`src/rtl/rvf_pkg.sv`:
```
package rvf_pkg;

   typedef enum logic [2:0] {
      ST_IDLE     = 3'd0,
      ST_FETCH_PC = 3'd1,
      ST_FETCH_SP = 3'd2,
      ST_INIT     = 3'd3,
      ST_LAUNCH   = 3'd4,
      ST_RUN      = 3'd5
   } seq_state_e;

   typedef enum logic {
      KIND_POWER_ON = 1'b0,
      KIND_MANUAL   = 1'b1
   } boot_kind_e;

   localparam int unsigned SLOT_PC   = 0;
   localparam int unsigned SLOT_SP   = 1;
   localparam int unsigned NUM_SLOTS = 2;

endpackage

```
`src/rtl/rvf_req_arb.sv`:
```
module rvf_req_arb
   import rvf_pkg::*;
(
   input  logic       por_req,
   input  logic       man_req,
   output logic       restart,
   output boot_kind_e kind
);

   // Power-on outranks manual when both arrive together.
   always_comb begin
      restart = por_req | man_req;
      kind    = por_req ? KIND_POWER_ON : KIND_MANUAL;
   end

endmodule

```
`src/rtl/rvf_seq_fsm.sv`:
```
module rvf_seq_fsm
   import rvf_pkg::*;
(
   input  logic clk,
   input  logic rst_n,
   input  logic restart,
   input  logic rd_ack,
   output logic rd_valid,
   output logic slot_sp,
   output logic capture,
   output logic ctrl_park,
   output logic ctrl_load,
   output logic core_start
);

   seq_state_e st_q, st_d;
   logic       fetching;

   always_comb begin
      fetching   = (st_q == ST_FETCH_PC) || (st_q == ST_FETCH_SP);
      rd_valid   = fetching && !restart;
      slot_sp    = (st_q == ST_FETCH_SP);
      capture    = rd_valid && rd_ack;
      ctrl_park  = restart;
      ctrl_load  = (st_q == ST_INIT) && !restart;
      core_start = (st_q == ST_LAUNCH) && !restart;
   end

   always_comb begin
      st_d = st_q;
      if (restart) begin
         st_d = ST_FETCH_PC;
      end else begin
         unique case (st_q)
            ST_IDLE:     st_d = ST_IDLE;
            ST_FETCH_PC: if (rd_ack) st_d = ST_FETCH_SP;
            ST_FETCH_SP: if (rd_ack) st_d = ST_INIT;
            ST_INIT:     st_d = ST_LAUNCH;
            ST_LAUNCH:   st_d = ST_RUN;
            ST_RUN:      st_d = ST_RUN;
            default:     st_d = ST_IDLE;
         endcase
      end
   end

   always_ff @(posedge clk or negedge rst_n) begin
      if (!rst_n) st_q <= ST_IDLE;
      else        st_q <= st_d;
   end

   // a request is followed by the program-counter read unless repeated
   p_restart_refetch_r5: assert property (@(posedge clk) disable iff (!rst_n)
      restart |=> (restart || (rd_valid && !slot_sp)));

   // start strobe lasts one cycle
   p_start_single_r7: assert property (@(posedge clk) disable iff (!rst_n)
      core_start |=> !core_start);

   // no read after the core is released
   p_quiet_after_start_r9: assert property (@(posedge clk) disable iff (!rst_n)
      core_start |=> !rd_valid);

endmodule

```
`src/rtl/rvf_ctrl_init.sv`:
```
module rvf_ctrl_init #(
   parameter int unsigned VBR_W   = 32,
   parameter int unsigned IMASK_W = 4,
   parameter int unsigned BANK_W  = 4
) (
   input  logic               clk,
   input  logic               rst_n,
   input  logic               park,
   input  logic               load,
   output logic [VBR_W-1:0]   vbr,
   output logic [IMASK_W-1:0] sr_imask,
   output logic               sr_bo,
   output logic               sr_cs,
   output logic [BANK_W-1:0]  bank_ptr
);

   localparam logic [VBR_W-1:0]   VBR_PARK   = '1;
   localparam logic [IMASK_W-1:0] IMASK_PARK = '0;
   localparam logic [BANK_W-1:0]  BANK_PARK  = '1;
   localparam logic [VBR_W-1:0]   VBR_INIT   = '0;
   localparam logic [IMASK_W-1:0] IMASK_INIT = '1;
   localparam logic [BANK_W-1:0]  BANK_INIT  = '0;

   always_ff @(posedge clk or negedge rst_n) begin
      if (!rst_n) begin
         vbr      <= VBR_PARK;
         sr_imask <= IMASK_PARK;
         sr_bo    <= 1'b1;
         sr_cs    <= 1'b1;
         bank_ptr <= BANK_PARK;
      end else if (park) begin
         vbr      <= VBR_PARK;
         sr_imask <= IMASK_PARK;
         sr_bo    <= 1'b1;
         sr_cs    <= 1'b1;
         bank_ptr <= BANK_PARK;
      end else if (load) begin
         vbr      <= VBR_INIT;
         sr_imask <= IMASK_INIT;
         sr_bo    <= 1'b0;
         sr_cs    <= 1'b0;
         bank_ptr <= BANK_INIT;
      end
   end

   // a request leaves the flags parked in the next cycle
   p_park_flags_r6: assert property (@(posedge clk) disable iff (!rst_n)
      park |=> (sr_bo && sr_cs && (sr_imask == IMASK_PARK)));

endmodule

```
`src/rtl/rvf_boot_seq.sv`:
```
module rvf_boot_seq
   import rvf_pkg::*;
#(
   parameter int unsigned          XLEN         = 32,
   parameter int unsigned          ADDR_W       = 32,
   parameter int unsigned          IMASK_W      = 4,
   parameter int unsigned          BANK_W       = 4,
   parameter logic [ADDR_W-1:0]    POR_VEC_BASE = 'h0,
   parameter logic [ADDR_W-1:0]    MAN_VEC_BASE = 'h8
) (
   input  logic               clk,
   input  logic               rst_n,
   input  logic               por_req,
   input  logic               man_req,
   output logic               rd_valid,
   output logic [ADDR_W-1:0]  rd_addr,
   input  logic               rd_ack,
   input  logic [XLEN-1:0]    rd_data,
   output logic               core_start,
   output logic [XLEN-1:0]    boot_pc,
   output logic [XLEN-1:0]    boot_sp,
   output logic               boot_is_manual,
   output logic [XLEN-1:0]    vbr,
   output logic [IMASK_W-1:0] sr_imask,
   output logic               sr_bo,
   output logic               sr_cs,
   output logic [BANK_W-1:0]  bank_ptr
);

   localparam int unsigned       WORD_BYTES = XLEN / 8;
   localparam logic [ADDR_W-1:0] SP_OFFSET  = ADDR_W'(WORD_BYTES);

   initial begin
      assert (XLEN % 8 == 0 && XLEN >= 16)
         else $error("XLEN must be a whole number of bytes, at least 16");
      assert (ADDR_W >= 4)
         else $error("ADDR_W too small for the vector table");
      assert (IMASK_W >= 1 && BANK_W >= 1)
         else $error("field widths must be nonzero");
      assert (POR_VEC_BASE % WORD_BYTES == 0 && MAN_VEC_BASE % WORD_BYTES == 0)
         else $error("vector bases must be word aligned");
   end

   logic       restart;
   boot_kind_e req_kind;
   boot_kind_e kind_q;
   logic       slot_sp;
   logic       capture;
   logic       ctrl_park;
   logic       ctrl_load;
   logic [XLEN-1:0] vec_q [NUM_SLOTS];

   rvf_req_arb u_arb (
      .por_req (por_req),
      .man_req (man_req),
      .restart (restart),
      .kind    (req_kind)
   );

   rvf_seq_fsm u_fsm (
      .clk        (clk),
      .rst_n      (rst_n),
      .restart    (restart),
      .rd_ack     (rd_ack),
      .rd_valid   (rd_valid),
      .slot_sp    (slot_sp),
      .capture    (capture),
      .ctrl_park  (ctrl_park),
      .ctrl_load  (ctrl_load),
      .core_start (core_start)
   );

   rvf_ctrl_init #(
      .VBR_W   (XLEN),
      .IMASK_W (IMASK_W),
      .BANK_W  (BANK_W)
   ) u_ctrl (
      .clk      (clk),
      .rst_n    (rst_n),
      .park     (ctrl_park),
      .load     (ctrl_load),
      .vbr      (vbr),
      .sr_imask (sr_imask),
      .sr_bo    (sr_bo),
      .sr_cs    (sr_cs),
      .bank_ptr (bank_ptr)
   );

   always_ff @(posedge clk or negedge rst_n) begin
      if (!rst_n)       kind_q <= KIND_POWER_ON;
      else if (restart) kind_q <= req_kind;
   end

   always_comb begin
      rd_addr = ((kind_q == KIND_MANUAL) ? MAN_VEC_BASE : POR_VEC_BASE)
              + (slot_sp ? SP_OFFSET : '0);
   end

   // One capture register per vector-table slot.
   for (genvar g = 0; g < NUM_SLOTS; g++) begin : g_slot
      always_ff @(posedge clk or negedge rst_n) begin
         if (!rst_n)
            vec_q[g] <= '0;
         else if (capture && (slot_sp == (g == SLOT_SP)))
            vec_q[g] <= rd_data;
      end
   end

   assign boot_pc        = vec_q[SLOT_PC];
   assign boot_sp        = vec_q[SLOT_SP];
   assign boot_is_manual = (kind_q == KIND_MANUAL);

   // first read after a power-on request uses the power-on PC slot
   p_por_pc_first_r1: assert property (@(posedge clk) disable iff (!rst_n)
      (rd_valid && $past(por_req)) |-> (rd_addr == POR_VEC_BASE));

   // first read after a manual-only request uses the manual PC slot
   p_man_pc_first_r2: assert property (@(posedge clk) disable iff (!rst_n)
      (rd_valid && $past(man_req && !por_req)) |-> (rd_addr == MAN_VEC_BASE));

   // power-on wins when both requests coincide
   p_por_priority_r3: assert property (@(posedge clk) disable iff (!rst_n)
      por_req |=> !boot_is_manual);

   // an unanswered read stays offered at the same address
   p_hold_req_r4: assert property (@(posedge clk) disable iff (!rst_n)
      (rd_valid && !rd_ack) |=> (por_req || man_req || (rd_valid && $stable(rd_addr))));

   // control state is initialised by the time the core is released
   p_start_ctrl_r6: assert property (@(posedge clk) disable iff (!rst_n)
      core_start |-> (vbr == '0 && sr_imask == '1 && !sr_bo && !sr_cs && bank_ptr == '0));

endmodule

```
`config.mk`:
```
export PLATFORM = sky130hd
export DESIGN_NAME = rvf_boot_seq
export DESIGN_NICKNAME = d
export VERILOG_FILES = /design/src/rtl/rvf_pkg.sv /design/src/rtl/rvf_req_arb.sv /design/src/rtl/rvf_seq_fsm.sv /design/src/rtl/rvf_ctrl_init.sv /design/src/rtl/rvf_boot_seq.sv
export SDC_FILE = /design/constraint.sdc
export NUM_CORES = 1
export LEC_CHECK = 0
export BUFFER_PORTS_ARGS = -buffer_cell sky130_fd_sc_hd__buf_2
export CORE_MARGIN = 2
export CORE_UTILIZATION = 42
export CTS_BUF_LIST = sky130_fd_sc_hd__clkbuf_4 sky130_fd_sc_hd__clkbuf_8
export CTS_CLUSTER_SIZE = 12
export DETAILED_ROUTE_END_ITERATION = 16
export GPL_TIMING_DRIVEN = 0
export PLACE_DENSITY = 0.83
export SLEW_MARGIN = 5
export SYNTH_ARGS = -nofsm -noshare
export SYNTH_HDL_FRONTEND = slang
export SYNTH_HIERARCHICAL = 1
export SYNTH_SLANG_ARGS = --single-unit
```
`constraint.sdc`:
```
create_clock -name clk -period 1.5 [get_ports clk]
set_input_delay 0 -clock clk [delete_from_list [all_inputs] [get_ports clk]]
set_output_delay 0 -clock clk [all_outputs]
set_load 0.01 [all_outputs]
```
==> results.ini <==
[critical_path]
rrSetupSlack_ns = -0.24
arrival_ns = 1.96
slowest_delay_ns = 0.47
reg2reg_depth = 6
worstSetupPathType = flop to flop
r2r_start = u_fsm/st_q[1]
path_cells = xnor2_4 -> nor4b_4 -> nand2b_1 -> buf_8 -> clkbuf_16 -> mux2_4
cp_max_fo = 8
r2r-end = boot_pc[11]
cp_data_required_time_ns = 1.72
slowest_stage = dfrtp_2
startpoint_type = flop
end_kind = flop
crit_start = u_fsm/st_q[1]

[finish]
n_fill_cell = 556
layout_common_cells = buf_2, buf_4, dfrtp_1
antenna-diode-count = 0
drive_above_1_share = 0.684
areaGrowthSynthToFinish_pct = 53.9
final_common_cell = buf_2
nets = 514

[clocking]
clock_latency_ns = 0.33
path_clk_slew_ns = 0.08
cts_root_buffer = clkbuf_8
clock_sinks = 70
cts_buffer_depth = 2
cts-htree-levels = 3
numCtsBuffers = 9
cts_tree = done

[routing]
vias = 2490
drc = 0
firstDrtPassIters = 4
drt_iter0_drc = 48
wire_per_inst_microns = 14.1
wl_microns = 8250
ant_nets = 0
via_per_inst = 4.27

[sta]
setup_tns_ns = -12.78
rsz0062_at_grt = true
fin_crit_ns = 1.74
fin_ws_ns = -0.237
max_freq_mhz = 576
fin_skew_ns = 0.0112
max_slew.worst_pin.slew_ns = 0.876
final.period_utilization = 1.16
final-setup-viol-count = 64
hold_violations = 0
timing.slew.headroom = 0.416
final-max-slew-violation-count = 0

[run_status]
status = complete, but fails checks
violations = setup timing

[global_route]
use_met2 = 0.321
grt_max_degree = 71
grt_pass1_wl_microns = 12100
grt_busiest_layer = met2
track_usage = 0.179
antenna_found_initial = 0
grtUsageMet1 = 0.206
grt_pass1_vias = 2458
use_met3 = 0.0393
overflow = 0

[die]
num_rows = 32
dieArea_sq_mm = 0.00882
core_sq_mm = 0.00777
die-height_microns = 93.9
fp.dieW_microns = 93.9
ioPinCount = 178
initial_core_util = 0.437

[min_path]
min_from = man_req
min_to = u_fsm/st_q[2]
holdPathStages = 3
hold_path.class = input port to flop

[power]
p_total_w = 0.00494
clockPowerShare = 0.291
p_leak_nw = 2.91
switching_power_w = 0.00132
max-vdd-ir-drop_mv = 0.653
power_frac_comb = 0.243
power_frac_seq = 0.467
p_int_w = 0.00362
p_sw_frac = 0.268
power_density_mw_per_mm2 = 945

[yosys]
synth_top_area_frac = 0.509
yosys_warnings = 6
synth-seq-cells = 70
synth.distinct_cells = 24
synth_cells = 241
ys_seq_area_frac = 0.516
netlist_area_sq_mm = 0.00339
synth_area_leaders = dfrtp_1, buf_4, mux2_4, mux2_2, buf_12
yosysTopAreaCell = dfrtp_1
synth_area_per_cell_sq_um = 14.1

[placement]
globalplace.congestion = 0.707
io_buffer_count = 147
dpl.hpwl_microns = 5250

[run]
maxCapViolCount = 0

[power groups by stage]
| stage | combinational [W] | clock (W) | sequential [W] |
|---|---|---|---|
| floorplan | 0.000524 | 0 | 0.00244 |
| global route | 0.00129 | 0.00158 | 0.00234 |
| finish | 0.00120 | 0.00144 | 0.00230 |
| global placement | 0.00106 | 0 | 0.00232 |
| detailed placement | 0.00108 | 0 | 0.00233 |
| CTS | 0.00118 | 0.00150 | 0.00230 |
[layout make-up]
type | instances | area (sq um) | share of cell area
flip-flops and latches | 70 | 1760 | 0.337
inverters | 2 | 7.51 | 0.00144
multi-input cells | 117 | 1150 | 0.221
plain buffers | 80 | 683 | 0.131
repair buffers | 197 | 1310 | 0.250
clock buffers | 9 | 124 | 0.0237
well taps | 102 | 128 | 0.0244
clock inverters | 6 | 62.6 | 0.0120
[per-stage QoR]
step                worst slack (ns)  instances  hold WS (ns)  instance area (sq um)   util
floorplan                     -0.135        270        -0.296                   3540      -
global placement              -0.327        519         0.243                   4400  0.566
CTS                           -0.288        575         0.143                   5040  0.649
detailed placement            -0.329        519         0.178                   4400  0.567
finish                        -0.237        583         0.198                   5220  0.673
global route                  -0.292        583         0.227                   5220  0.673
[how the worst max path moves through the flow]
| stage | endpoint | cells after the start |
|---|---|---|
| final | boot_pc[11] | 6 |
| after detailed placement | boot_sp[8] | 6 |
| after floorplan | boot_pc[10] | 7 |
| after global placement | boot_sp[6] | 6 |
| after CTS | boot_pc[30] | 7 |
| after global routing | boot_pc[20] | 6 |
[cell usage after synthesis, drive strengths merged]
library cell   n
a211oi         1
a21o           1
a21oi          1
buf           81
conb           1
dfrtp         69
dfstp          1
inv            2
mux2          65
nand2          2
nand2b         3
nand3b         2
nand4b         1
nand4bb        1
nor2           3
nor3           3
nor4b          1
or2            1
or3b           1
xnor2          1
[sequential cells by signal (all words and copies together), names as in the netlist]
signal           count
boot_is_manual       1
boot_pc             32
boot_sp             32
u_ctrl/sr_imask      1
u_ctrl/vbr           1
u_fsm/st_q           3
[worst max-delay path: cells and delay by family, from the launching register on]
family / cells / cell delay (ns)
XOR/XNOR: 1 / 0.16
buffers and inverters: 2 / 0.34
flip-flops: 1 / 0.47
multiplexers: 1 / 0.29
AND/OR/NAND/NOR: 2 / 0.36
[cells by family after synthesis]
family	count (synthesis)	synth area share
buf+inv	83	0.191
flops	70	0.516
mux	65	0.249
simple gates	18	0.0346
compound gates	3	0.00590
xor+xnor	1	0.00258
other cells	1	0.00110
[timing repair]
action / 4_1_cts / 5_1_grt
hold buffers: 35 / 0
pin swaps: 2 / 1
endpoints found under the setup margin: 102 / 103
resized for setup: 10 / 12
hold endpoints to repair: 136 / 0
cloned: 1 / 4
buffers inserted: 5 / 5
[routing by layer]
| metal | share of wire | up-vias | wire, microns |
|---|---|---|---|
| li1 | - | 1183 | - |
| met1 | 0.41 | 1176 | 3360 |
| met2 | 0.50 | 118 | 4140 |
| met3 | 0.074 | 13 | 607 |
| met4 | 0.017 | 0 | 138 |
| met5 | 0 | - | 0 |
No activity file was read; power rests on OpenSTA's default activity.
